[src/rtl/tmr_pkg.sv]
package tmr_pkg;

  typedef enum logic [1:0] {
    ACC_LATCH = 2'd0,
    ACC_LO    = 2'd1,
    ACC_HI    = 2'd2,
    ACC_BOTH  = 2'd3
  } acc_e;

  typedef enum logic [2:0] {
    M_TCINT    = 3'd0,
    M_ONESHOT  = 3'd1,
    M_RATE     = 3'd2,
    M_SQUARE   = 3'd3,
    M_SWSTROBE = 3'd4,
    M_HWSTROBE = 3'd5
  } mode_e;

  typedef struct packed {
    logic  bcd;
    mode_e mode;
    acc_e  acc;
  } cfg_t;

  localparam cfg_t CFG_RESET = '{bcd: 1'b0, mode: M_TCINT, acc: ACC_BOTH};

  // Control word fields: [1:0] access, [4:2] mode, [5] BCD select
  function automatic cfg_t decode_ctrl(input logic [5:0] w);
    cfg_t c;
    c.acc = acc_e'(w[1:0]);
    c.bcd = w[5];
    case (w[4:2])
      3'd6:    c.mode = M_RATE;
      3'd7:    c.mode = M_SQUARE;
      default: c.mode = mode_e'(w[4:2]);
    endcase
    return c;
  endfunction

endpackage

[src/rtl/tmr_bus.sv]
module tmr_bus
  import tmr_pkg::*;
#(
  parameter int BUS_W = 8
) (
  input  logic               clk,
  input  logic               rst,
  input  logic               wr_en,
  input  logic               rd_en,
  input  logic               addr,
  input  logic [BUS_W-1:0]   wr_data,
  output logic [BUS_W-1:0]   rd_data,
  input  logic [2*BUS_W-1:0] cnt,
  output logic               cfg_new,
  output cfg_t               cfg,
  output logic               load_new,
  output logic [2*BUS_W-1:0] reload
);
  localparam int CNT_W = 2 * BUS_W;

  logic             wr_ff, rd_ff, latched;
  logic [BUS_W-1:0] lo_stage;
  logic [CNT_W-1:0] latch_val;

  wire  cfg_wr   = wr_en & addr;
  wire  cnt_wr   = wr_en & ~addr;
  wire  cnt_rd   = rd_en & ~addr;
  cfg_t cfg_in;
  assign cfg_in = decode_ctrl(wr_data[5:0]);
  wire  is_latch_cmd = cfg_wr & (cfg_in.acc == ACC_LATCH);

  // Read path: latched snapshot has priority over the live count
  wire [CNT_W-1:0] rd_src  = latched ? latch_val : cnt;
  wire             pick_hi = (cfg.acc == ACC_HI) || ((cfg.acc == ACC_BOTH) && rd_ff);
  assign rd_data = pick_hi ? rd_src[CNT_W-1:BUS_W] : rd_src[BUS_W-1:0];

  // Last byte of a read sequence releases the latch
  wire rd_last = cnt_rd & ((cfg.acc != ACC_BOTH) | rd_ff);

  always_ff @(posedge clk) begin
    if (rst) begin
      cfg       <= CFG_RESET;
      cfg_new   <= 1'b0;
      load_new  <= 1'b0;
      reload    <= '0;
      lo_stage  <= '0;
      wr_ff     <= 1'b0;
      rd_ff     <= 1'b0;
      latched   <= 1'b0;
      latch_val <= '0;
    end else begin
      cfg_new  <= 1'b0;
      load_new <= 1'b0;
      if (cnt_rd) begin
        if (cfg.acc == ACC_BOTH) rd_ff <= ~rd_ff;
        if (rd_last) latched <= 1'b0;
      end
      if (is_latch_cmd) begin
        if (!latched) begin
          latched   <= 1'b1;
          latch_val <= cnt;
        end
      end else if (cfg_wr) begin
        cfg     <= cfg_in;
        cfg_new <= 1'b1;
        wr_ff   <= 1'b0;
        rd_ff   <= 1'b0;
        latched <= 1'b0;
      end else if (cnt_wr) begin
        case (cfg.acc)
          ACC_LO: begin
            reload   <= {{BUS_W{1'b0}}, wr_data};
            load_new <= 1'b1;
          end
          ACC_HI: begin
            reload   <= {wr_data, {BUS_W{1'b0}}};
            load_new <= 1'b1;
          end
          default: begin
            if (!wr_ff) begin
              lo_stage <= wr_data;
              wr_ff    <= 1'b1;
            end else begin
              reload   <= {wr_data, lo_stage};
              wr_ff    <= 1'b0;
              load_new <= 1'b1;
            end
          end
        endcase
      end
    end
  end

  AST_LATCH_FROZEN: assert property (@(posedge clk) disable iff (rst)
    latched |=> (!latched || $stable(latch_val)));
  AST_CFG_NOT_LATCH: assert property (@(posedge clk) disable iff (rst)
    cfg_new |-> (cfg.acc != ACC_LATCH));

endmodule

[src/rtl/tmr_core.sv]
module tmr_core
  import tmr_pkg::*;
#(
  parameter int CNT_W = 16
) (
  input  logic             clk,
  input  logic             rst,
  input  logic             tick,
  input  logic             gate,
  input  logic             cfg_new,
  input  cfg_t             cfg,
  input  logic             load_new,
  input  logic [CNT_W-1:0] reload,
  output logic             out,
  output logic [CNT_W-1:0] cnt
);
  localparam int               DIGITS = CNT_W / 4;
  localparam logic [CNT_W-1:0] ONE    = CNT_W'(1);
  localparam logic [CNT_W-1:0] TWO    = CNT_W'(2);

  // Binary or decimal-digit decrement by a small step
  function automatic logic [CNT_W-1:0] step_down(input logic [CNT_W-1:0] v,
                                                 input logic [1:0] s,
                                                 input logic bcd);
    logic [CNT_W-1:0] r;
    logic [4:0]       d;
    logic [1:0]       bor;
    r = '0;
    if (!bcd) begin
      r = v - CNT_W'(s);
    end else begin
      bor = s;
      for (int i = 0; i < DIGITS; i++) begin
        d = {1'b0, v[4*i +: 4]} - {3'b000, bor};
        if (d[4]) begin
          d   = d + 5'd10;
          bor = 2'd1;
        end else begin
          bor = 2'd0;
        end
        r[4*i +: 4] = d[3:0];
      end
    end
    return r;
  endfunction

  logic loaded, pend, trig, armed, gate_q;

  wire is_level  = (cfg.mode == M_TCINT) || (cfg.mode == M_SWSTROBE);
  wire is_period = (cfg.mode == M_RATE) || (cfg.mode == M_SQUARE);
  wire is_edge   = (cfg.mode == M_ONESHOT) || (cfg.mode == M_HWSTROBE);
  wire is_strobe = (cfg.mode == M_SWSTROBE) || (cfg.mode == M_HWSTROBE);

  // Named internal events
  wire gate_rise = gate & ~gate_q;
  wire trig_eff  = trig | gate_rise;
  wire ev_start  = tick & (is_level  ? pend :
                           is_period ? (gate & (pend | (trig_eff & loaded))) :
                                       (trig_eff & loaded));
  wire ev_run    = tick & loaded & ~pend & ~ev_start & (is_edge | gate);

  wire [CNT_W-1:0] half_base = {reload[CNT_W-1:1], 1'b0};
  wire [CNT_W-1:0] sq_target = (out && reload[0]) ? '0 : TWO;
  wire [CNT_W-1:0] cnt_m1    = step_down(cnt, 2'd1, cfg.bcd);
  wire [CNT_W-1:0] cnt_m2    = step_down(cnt, 2'd2, cfg.bcd);

  always_ff @(posedge clk) begin
    if (rst) begin
      out    <= 1'b0;
      cnt    <= '0;
      loaded <= 1'b0;
      pend   <= 1'b0;
      trig   <= 1'b0;
      armed  <= 1'b0;
      gate_q <= 1'b0;
    end else begin
      gate_q <= gate;
      trig   <= tick ? 1'b0 : trig_eff;
      if (cfg_new) begin
        out    <= (cfg.mode != M_TCINT);
        loaded <= 1'b0;
        pend   <= 1'b0;
        armed  <= 1'b0;
        trig   <= 1'b0;
      end else begin
        if (is_period && !gate) out <= 1'b1;
        if (is_strobe && tick && !out) out <= 1'b1;
        if (ev_start) begin
          cnt   <= (cfg.mode == M_SQUARE) ? half_base : reload;
          pend  <= 1'b0;
          armed <= 1'b1;
          case (cfg.mode)
            M_TCINT:   ;
            M_ONESHOT: out <= 1'b0;
            default:   out <= 1'b1;
          endcase
        end else if (ev_run) begin
          case (cfg.mode)
            M_TCINT: begin
              cnt <= cnt_m1;
              if (cnt == ONE) out <= 1'b1;
            end
            M_ONESHOT: begin
              cnt <= cnt_m1;
              if (cnt == ONE && armed) begin
                out   <= 1'b1;
                armed <= 1'b0;
              end
            end
            M_RATE: begin
              if (cnt == ONE) begin
                cnt <= reload;
                out <= 1'b1;
              end else begin
                cnt <= cnt_m1;
                if (cnt == TWO) out <= 1'b0;
              end
            end
            M_SQUARE: begin
              if (cnt == sq_target) begin
                out <= ~out;
                cnt <= half_base;
              end else begin
                cnt <= cnt_m2;
              end
            end
            default: begin
              cnt <= cnt_m1;
              if (out && cnt == ONE && armed) begin
                out   <= 1'b0;
                armed <= 1'b0;
              end
            end
          endcase
        end
        if (load_new) begin
          loaded <= 1'b1;
          if (is_level || (is_period && !loaded)) pend <= 1'b1;
          if (cfg.mode == M_TCINT) out <= 1'b0;
        end
      end
    end
  end

  AST_CFG_LEVEL: assert property (@(posedge clk) disable iff (rst)
    cfg_new |=> (out == (cfg.mode != M_TCINT)));
  AST_TC_STAYS_HIGH: assert property (@(posedge clk) disable iff (rst)
    (cfg.mode == M_TCINT && out && !cfg_new && !load_new) |=> out);
  AST_GATE_FREEZE: assert property (@(posedge clk) disable iff (rst)
    (cfg.mode == M_TCINT && tick && !gate && !ev_start && !cfg_new) |=> $stable(cnt));
  AST_ONESHOT_HOLD: assert property (@(posedge clk) disable iff (rst)
    (cfg.mode == M_ONESHOT && out && !cfg_new && !ev_start) |=> out);
  AST_RATE_PULSE: assert property (@(posedge clk) disable iff (rst)
    (cfg.mode == M_RATE && !out && tick && !cfg_new) |=> out);
  AST_SQUARE_ON_TICK: assert property (@(posedge clk) disable iff (rst)
    (cfg.mode == M_SQUARE && gate && !tick && !cfg_new) |=> $stable(out));
  AST_STROBE_ONE_TICK: assert property (@(posedge clk) disable iff (rst)
    (is_strobe && !out && tick && !cfg_new) |=> out);
  AST_GATE_FORCE_HIGH: assert property (@(posedge clk) disable iff (rst)
    (is_period && !gate && !cfg_new) |=> out);

endmodule

[src/rtl/prog_interval_timer.sv]
module prog_interval_timer
  import tmr_pkg::*;
#(
  parameter int BUS_W = 8
) (
  input  logic             clk,
  input  logic             rst,
  input  logic             cnt_tick,
  input  logic             gate,
  input  logic             wr_en,
  input  logic             rd_en,
  input  logic             addr,
  input  logic [BUS_W-1:0] wr_data,
  output logic [BUS_W-1:0] rd_data,
  output logic             tmr_out
);
  localparam int CNT_W = 2 * BUS_W;

  logic             cfg_new, load_new;
  cfg_t             cfg;
  logic [CNT_W-1:0] reload, cnt;

  tmr_bus #(.BUS_W(BUS_W)) u_bus (
    .clk      (clk),
    .rst      (rst),
    .wr_en    (wr_en),
    .rd_en    (rd_en),
    .addr     (addr),
    .wr_data  (wr_data),
    .rd_data  (rd_data),
    .cnt      (cnt),
    .cfg_new  (cfg_new),
    .cfg      (cfg),
    .load_new (load_new),
    .reload   (reload)
  );

  tmr_core #(.CNT_W(CNT_W)) u_core (
    .clk      (clk),
    .rst      (rst),
    .tick     (cnt_tick),
    .gate     (gate),
    .cfg_new  (cfg_new),
    .cfg      (cfg),
    .load_new (load_new),
    .reload   (reload),
    .out      (tmr_out),
    .cnt      (cnt)
  );

  AST_RESET_LOW: assert property (@(posedge clk) rst |=> !tmr_out);

endmodule

[config.mk]
export PLATFORM = sky130hd
export DESIGN_NAME = prog_interval_timer
export DESIGN_NICKNAME = d
export VERILOG_FILES = /design/src/rtl/tmr_pkg.sv /design/src/rtl/tmr_bus.sv /design/src/rtl/tmr_core.sv /design/src/rtl/prog_interval_timer.sv
export SDC_FILE = /design/constraint.sdc
export NUM_CORES = 1
export LEC_CHECK = 0
export ABC_AREA = 1
export BUFFER_PORTS_ARGS = -buffer_cell sky130_fd_sc_hd__buf_4
export CAP_MARGIN = 20
export CORE_UTILIZATION = 63
export DETAILED_ROUTE_END_ITERATION = 6
export GPL_TIMING_DRIVEN = 0
export MAX_ROUTING_LAYER = met4
export PLACE_DENSITY = 0.81
export RECOVER_POWER = 25
export SLEW_MARGIN = 5
export SYNTH_ARGS = -nofsm -noshare
export SYNTH_HDL_FRONTEND = slang
export SYNTH_SLANG_ARGS = --single-unit
[constraint.sdc]
create_clock -name clk -period 4.3 [get_ports clk]
set_input_delay 0.43 -clock clk [delete_from_list [all_inputs] [get_ports clk]]
set_output_delay 0.43 -clock clk [all_outputs]
set_load 0.01 [all_outputs]
; Yosys cells after proc, flatten, opt, wreduce, memory -nomap -nowiden
; Cells that the tools add are included.
[op_classes]
n_addsub = 18
n_eq_ne = 17
mux = 75
bitwise_logic = 29
n_reduce_logical = 37
[ops]
columns = operator, n
row1 = 16-bit 2-to-1 mux, 8
row2 = 16-bit one-hot mux with 2 select lines, 2
row3 = 1-bit 2-to-1 mux, 45
row4 = 4-bit adder (second input constant), 8
row5 = 4-bit 2-to-1 mux, 8
row6 = 4-bit by 2-bit subtractor with 5-bit output, 6
row7 = 16-bit by 1-bit == test with 1-bit output (second input constant), 1
row8 = 16-bit == test, 1
row9 = 16-bit by 2-bit == test with 1-bit output (second input constant), 1
row10 = 16-bit by 1-bit subtractor with 16-bit output (second input constant), 1
row11 = 16-bit by 2-bit subtractor with 16-bit output (second input constant), 1
row12 = 2-bit 2-to-1 mux, 7
row13 = 1-bit bitwise AND, 13
row14 = 3-bit == test (second input constant), 4
row15 = 1-bit NOT, 12
row16 = 1-bit logical AND, 9
row17 = 3-bit nonzero test, 3
row18 = 8-bit 2-to-1 mux, 1
row19 = 4-bit AND reduction, 2
row20 = 3-bit by 2-bit == test with 1-bit output (second input constant), 2
row21 = 1-bit logical OR, 6
row22 = 3-bit one-hot mux with 2 select lines, 1
row23 = 2-bit OR reduction, 3
row24 = 3-bit OR reduction, 2
row25 = other kinds (19), 29
[totals]
register_bits = 73
inputBits = 15
output_inout_bits = 9
word_cells = 194

; Logic depth before layout (Yosys ltp)
[depth]
ltp_word = 17
ltp_mapped = 25
ltp_nobuf = 25

; Hierarchy
; From an unflattened synthesis, not the netlist that was laid out.
[unflattened]
cells_unflattened = 920
hier_area_um2 = 5566.6
[modules_own_cells]
columns = mod, n_inst, cells_per_inst, area_each_um2
row1 = tmr_core, 1, 524, 3002.9
row2 = tmr_bus, 1, 396, 2563.7

; Least setup slack after synthesis
; Ideal clock, no wire load.
[synth_path]
path_kind = reg-to-reg
start = register u_core.cnt[1]
end = register u_core.cnt[15]
arrival_time_ns = 3.247
t_required_ns = 4.230
slack_ns = 0.983
stages_incl_launch_ff = 25
n_path_buf = 0
period_less_slack_ns = 3.317
cell_sequence = dfxtp_1 -> inv_1 -> ha_1 -> nand2_1 -> inv_1 -> ha_1 -> ha_1 -> nand2_1 -> inv_1 -> ha_1 -> ha_1 -> nand2_1 -> inv_1 -> ha_1 -> ha_1 -> nand2_1 -> nand2_1 -> ha_1 -> o21ai_0 -> o21ai_0 -> nand2_1 -> o211ai_1 -> nand2_1 -> nand2_1 -> a21oi_1
[synth_between]
elab_chain_len = 17
[synth_rtl]
columns = element, line
row1 = "start, declared", tmr_core.sv:15  ; output logic [CNT_W-1:0] cnt
row2 = "start signal, assigned", tmr_core.sv:89  ; cnt <= (cfg.mode == M_SQUARE) ? half_base : reload;
row3 = "start signal, assigned", tmr_core.sv:100  ; cnt <= cnt_m1;
row4 = "start signal, assigned", tmr_core.sv:104  ; cnt <= cnt_m1;
row5 = 4-bit by 2-bit subtractor with 5-bit output / 4-bit by 1-bit subtractor with 5-bit output (equally long branches), tmr_core.sv:34  ; d = {1'b0, v[4*i +: 4]} - {3'b000, bor};
row6 = 1-bit 2-to-1 mux, tmr_core.sv:35  ; if (d[4]) begin
row7 = 2-bit 2-to-1 mux, tmr_core.sv:29  ; if (!bcd) begin
row8 = 4-bit by 2-bit subtractor with 5-bit output, tmr_core.sv:34
row9 = 1-bit 2-to-1 mux, tmr_core.sv:35
row10 = 2-bit 2-to-1 mux, tmr_core.sv:29
row11 = 4-bit by 2-bit subtractor with 5-bit output, tmr_core.sv:34
row12 = 1-bit 2-to-1 mux, tmr_core.sv:35
row13 = 2-bit 2-to-1 mux, tmr_core.sv:29
row14 = 4-bit by 2-bit subtractor with 5-bit output, tmr_core.sv:34
row15 = 4-bit adder, tmr_core.sv:36  ; d = d + 5'd10;
row16 = 4-bit 2-to-1 mux, tmr_core.sv:35
row17 = 16-bit 2-to-1 mux, tmr_core.sv:29
row18 = 16-bit 2-to-1 mux (on tied branches), "tmr_core.sv:120, tmr_core.sv:111"
row19 = 16-bit one-hot mux with 2 select lines (*), tmr_core.sv:98  ; case (cfg.mode)
row20 = 16-bit 2-to-1 mux (*), tmr_core.sv:97  ; end else if (ev_run) begin
row21 = 16-bit 2-to-1 mux (*), tmr_core.sv:88  ; if (ev_start) begin
; Mark *: on every way between the ends. The rest lies on a longest branch, timed or not. The select of a mux whose other input is x is not followed.
; A chain may end at the register's enable or synchronous reset.

; Worst setup path after layout
; Ends and elaborated chain as after synthesis.

==> flow_metrics.py <==
metrics = {
    "outcome": {
        "status": "finished clean",
    },
    "floorplan": {
        "fp.dieW_um": 92.8,
        "start_util_pct": 66.2,
        "dieArea_um2": 8610,
        "std_cell_rows": 32,
        "coreArea_um2": 7850,
        "num_io_pins": 24,
        "die_h_um": 92.8,
    },
    "synthesis": {
        "synth_mux_area_share_pct": 0,
        "synth_top_cell_by_area": "dfxtp_1",
        "synth_commonest_cells": "nand2_1 (180), o21ai_0 (88), inv_1 (82)",
        "synthXorXnorAreaFrac_pct": 3.20,
        "ys_seq_area_share_pct": 28.1,
        "avgSynthCellArea_um2": 6.36,
        "synthTopCellsByArea": "dfxtp_1 (28%), nand2_1 (13%), o21ai_0 (8.5%)",
        "synth_top_family_by_area": "simple AND/OR/NAND/NOR gates",
        "ys_ff_latch": 73,
        "synth_enable_flop_cells": 0,
        "yosys.area_share.simple_pct": 30.4,
        "synthDominantCellAreaShare_pct": 28.1,
        "yosys_warnings": 0,
        "synth_most_common_cell": "nand2_1",
        "ys_types": 41,
        "syn_area_um2": 5190,
        "synth-main-ff-cell": "dfxtp_1",
        "synth-compound-area-share_pct": 21.4,
        "synth_fa_ha_area_share_pct": 6.99,
        "syn_inst": 817,
        "synth_nets": 861,
        "synthArstFlopShare_pct": 0,
    },
    "timing": {
        "post-route-min-period_ps": 3930,
        "tightest_slew_ps": 635,
        "finalSetupViolations": 0,
        "grt_setup_unrepaired": "false",
        "fin_crit_sh_pct": 91.5,
        "max_freq_mhz": 254,
        "tns_ps": 0,
        "finClkSkew_ps": 13.5,
        "hold_viol": 0,
        "final_max_slew_viol_count": 0,
        "max_slew_margin_pct": 57.7,
    },
    "power": {
        "p_per_area_nw_per_um2": 330,
        "p_leak_nw": 2.74,
        "irDropWorstVdd_mv": 0.285,
    },
    "worst_setup_path": {
        "crit_buf_inv": 4,
        "critPathArrivalTime_ps": 4230,
        "worst_ep_required_time_ps": 4600,
        "cp_top_family": "adder cells",
        "slowest_stage": "dfxtp_2",
        "worst-setup-path-type": "reg -> reg",
        "crit_fanout": 6,
        "slowest_delay_ps": 400,
        "startpoint_type": "flip-flop",
        "critPathCaptureType": "flip-flop",
        "crit_chain": "inv_1 -> ha_1 -> nand2_1 -> inv_1 -> ha_1 -> ha_1 -> nand2_1 -> inv_1 -> ha_1 -> ha_1 -> nand2_1 -> inv_1 -> ha_1 -> ha_1 -> nand2_1 -> nand2_1 -> ha_1 -> o21ai_0 -> o21ai_0 -> nand2_1 -> o211ai_1 -> nand2_1 -> nand2_1 -> a21oi_1",
    },
    "clock_tree": {
        "insertion_delay_ps": 360,
        "postCtsResizedCells": 0,
        "postCtsHoldBufs": 0,
        "clockBufferDepth": 2,
        "clk_pin_slew_ps": 100,
        "clkSinkCount": 73,
        "cts_tree": "yes",
        "cts.htree.levels": 3,
        "cts_setup_buffers": 0,
        "cts_root_buffer": "clkbuf_8",
        "numCtsBuffers": 9,
    },
    "route": {
        "drc": 0,
        "drtAntennaViolNets": 0,
        "wirelength_mm": 15.3,
        "via_per_inst": 5.87,
        "firstDrtPassIters": 5,
        "wl_per_cell_um": 16.0,
        "drt_iter0_markers": 526,
        "vias": 5617,
    },
    "placement": {
        "portBuffers": 22,
        "dp_hpwl_mm": 11.6,
        "place_congestion": 0.981,
    },
    "grt": {
        "grt_pass1_vias": 5155,
        "grt_use_total_pct": 37.6,
        "grt_first_pass_wirelength_mm": 24.8,
        "antenna_found_initial": 0,
        "grt_remaining_overflow": 0,
        "grt_max_degree": 16,
    },
    "layout": {
        "regArea_um2": 1460,
        "fillers": 682,
        "synthToLayoutAreaGrowth_pct": 9.56,
        "final_core_util_pct": 72.5,
        "multi_input_area_um2": 3220,
        "insertedDiodeCount": 0,
        "nNetsFinal": 894,
        "drive_gt1_share_pct": 9.94,
    },
    "min_path": {
        "worst_hold_path_type": "in -> reg",
    },
    "flow_run": {
        "maxCapViolations": 0,
    },
}
placed cells by master (no fill, tap or decap), drive strengths merged, types with 2 or more instances in the layout:
cell / n
a21oi: 85
buf: 35
clkbuf: 32
clkinv: 2
clkinvlp: 2
dfxtp: 73
ha: 29
inv: 90
nand2: 189
nand3: 75
nand3b: 2
nand4: 2
nor2: 84
nor3: 7
o211ai: 7
o21a: 2
o21ai: 104
o22ai: 3
o31ai: 2
or2: 4
xnor2: 4
xor2: 15
worst paths after layout:
path,startpoint,end,slack (ps),cells after the start
worst min-delay path,cnt_tick,u_core.trig$_SDFF_PP0_,290,2
worst max-delay path,u_core.cnt[1]$_SDFFE_PP0P_,u_core.cnt[15]$_SDFFE_PP0P_,370,24
worst min register to register,u_bus.latch_val[2]$_SDFFE_PP0P_,u_bus.latch_val[2]$_SDFFE_PP0P_,450,2
worst max register to register,u_core.cnt[1]$_SDFFE_PP0P_,u_core.cnt[15]$_SDFFE_PP0P_,370,24
through the flow:
step,power [mW],cells,hold WS [ps],area (µm²),setup slack [ps]
6_report,1.88,957,287,5690,367
5_1_grt,1.99,957,277,5690,50.3
4_1_cts,1.86,957,287,5700,322
3_5_place_dp,1.29,941,441,5490,323
3_3_place_gp,1.27,941,434,5490,430
2_1_floorplan,1.15,817,426,5190,983
state kept, by name, indices dropped and copies added, names as in the netlist:
name,count
u_bus.cfg,6
u_bus.cfg_new,1
u_bus.latch_val,16
u_bus.latched,1
u_bus.lo_stage,8
u_bus.load_new,1
u_bus.rd_ff,1
u_bus.reload,16
u_bus.wr_ff,1
u_core.armed,1
u_core.cnt,16
u_core.gate_q,1
u_core.loaded,1
u_core.out,1
u_core.pend,1
u_core.trig,1
where the power goes:
group          switching [mW]  total (mW)  leakage (nW)  internal (mW)
Sequential             0.0249       0.731         0.595          0.706
Clock                   0.308       0.589         0.100          0.280
Combinational           0.356       0.560          2.04          0.204
Total                   0.689        1.88          2.74           1.19
logic make-up (layout without fill, tap and decap cells):
kind of cell / after synthesis / count (layout)
buffers and inverters: 124 / 162
adders and majority gates: 29 / 29
DFF: 73 / 73
xor gates and xnor gates: 19 / 19
and+or+nand+nor: 365 / 365
AOI/OAI and AO/OA: 207 / 207
metal layers:
layer	vias to the layer above	share of wire [%]	GRT usage [%]
met2	249	46	60.2
li1	2754	-	-
met5	-	0	-
met4	0	4.2	17.8
met3	54	7.9	5.34
met1	2560	42	46.7
final cells by class:
class / instances / share of cell area [%]
plain buffers: 36 / 3.21
clock buffers: 9 / 2.18
clock inverters: 7 / 1.50
inverters: 88 / 5.80
multi-input cells: 620 / 56.6
flip-flops and latches: 73 / 25.7
well taps: 102 / 2.24
repair buffers: 22 / 2.77
No activity file was read; power rests on OpenSTA's default activity.
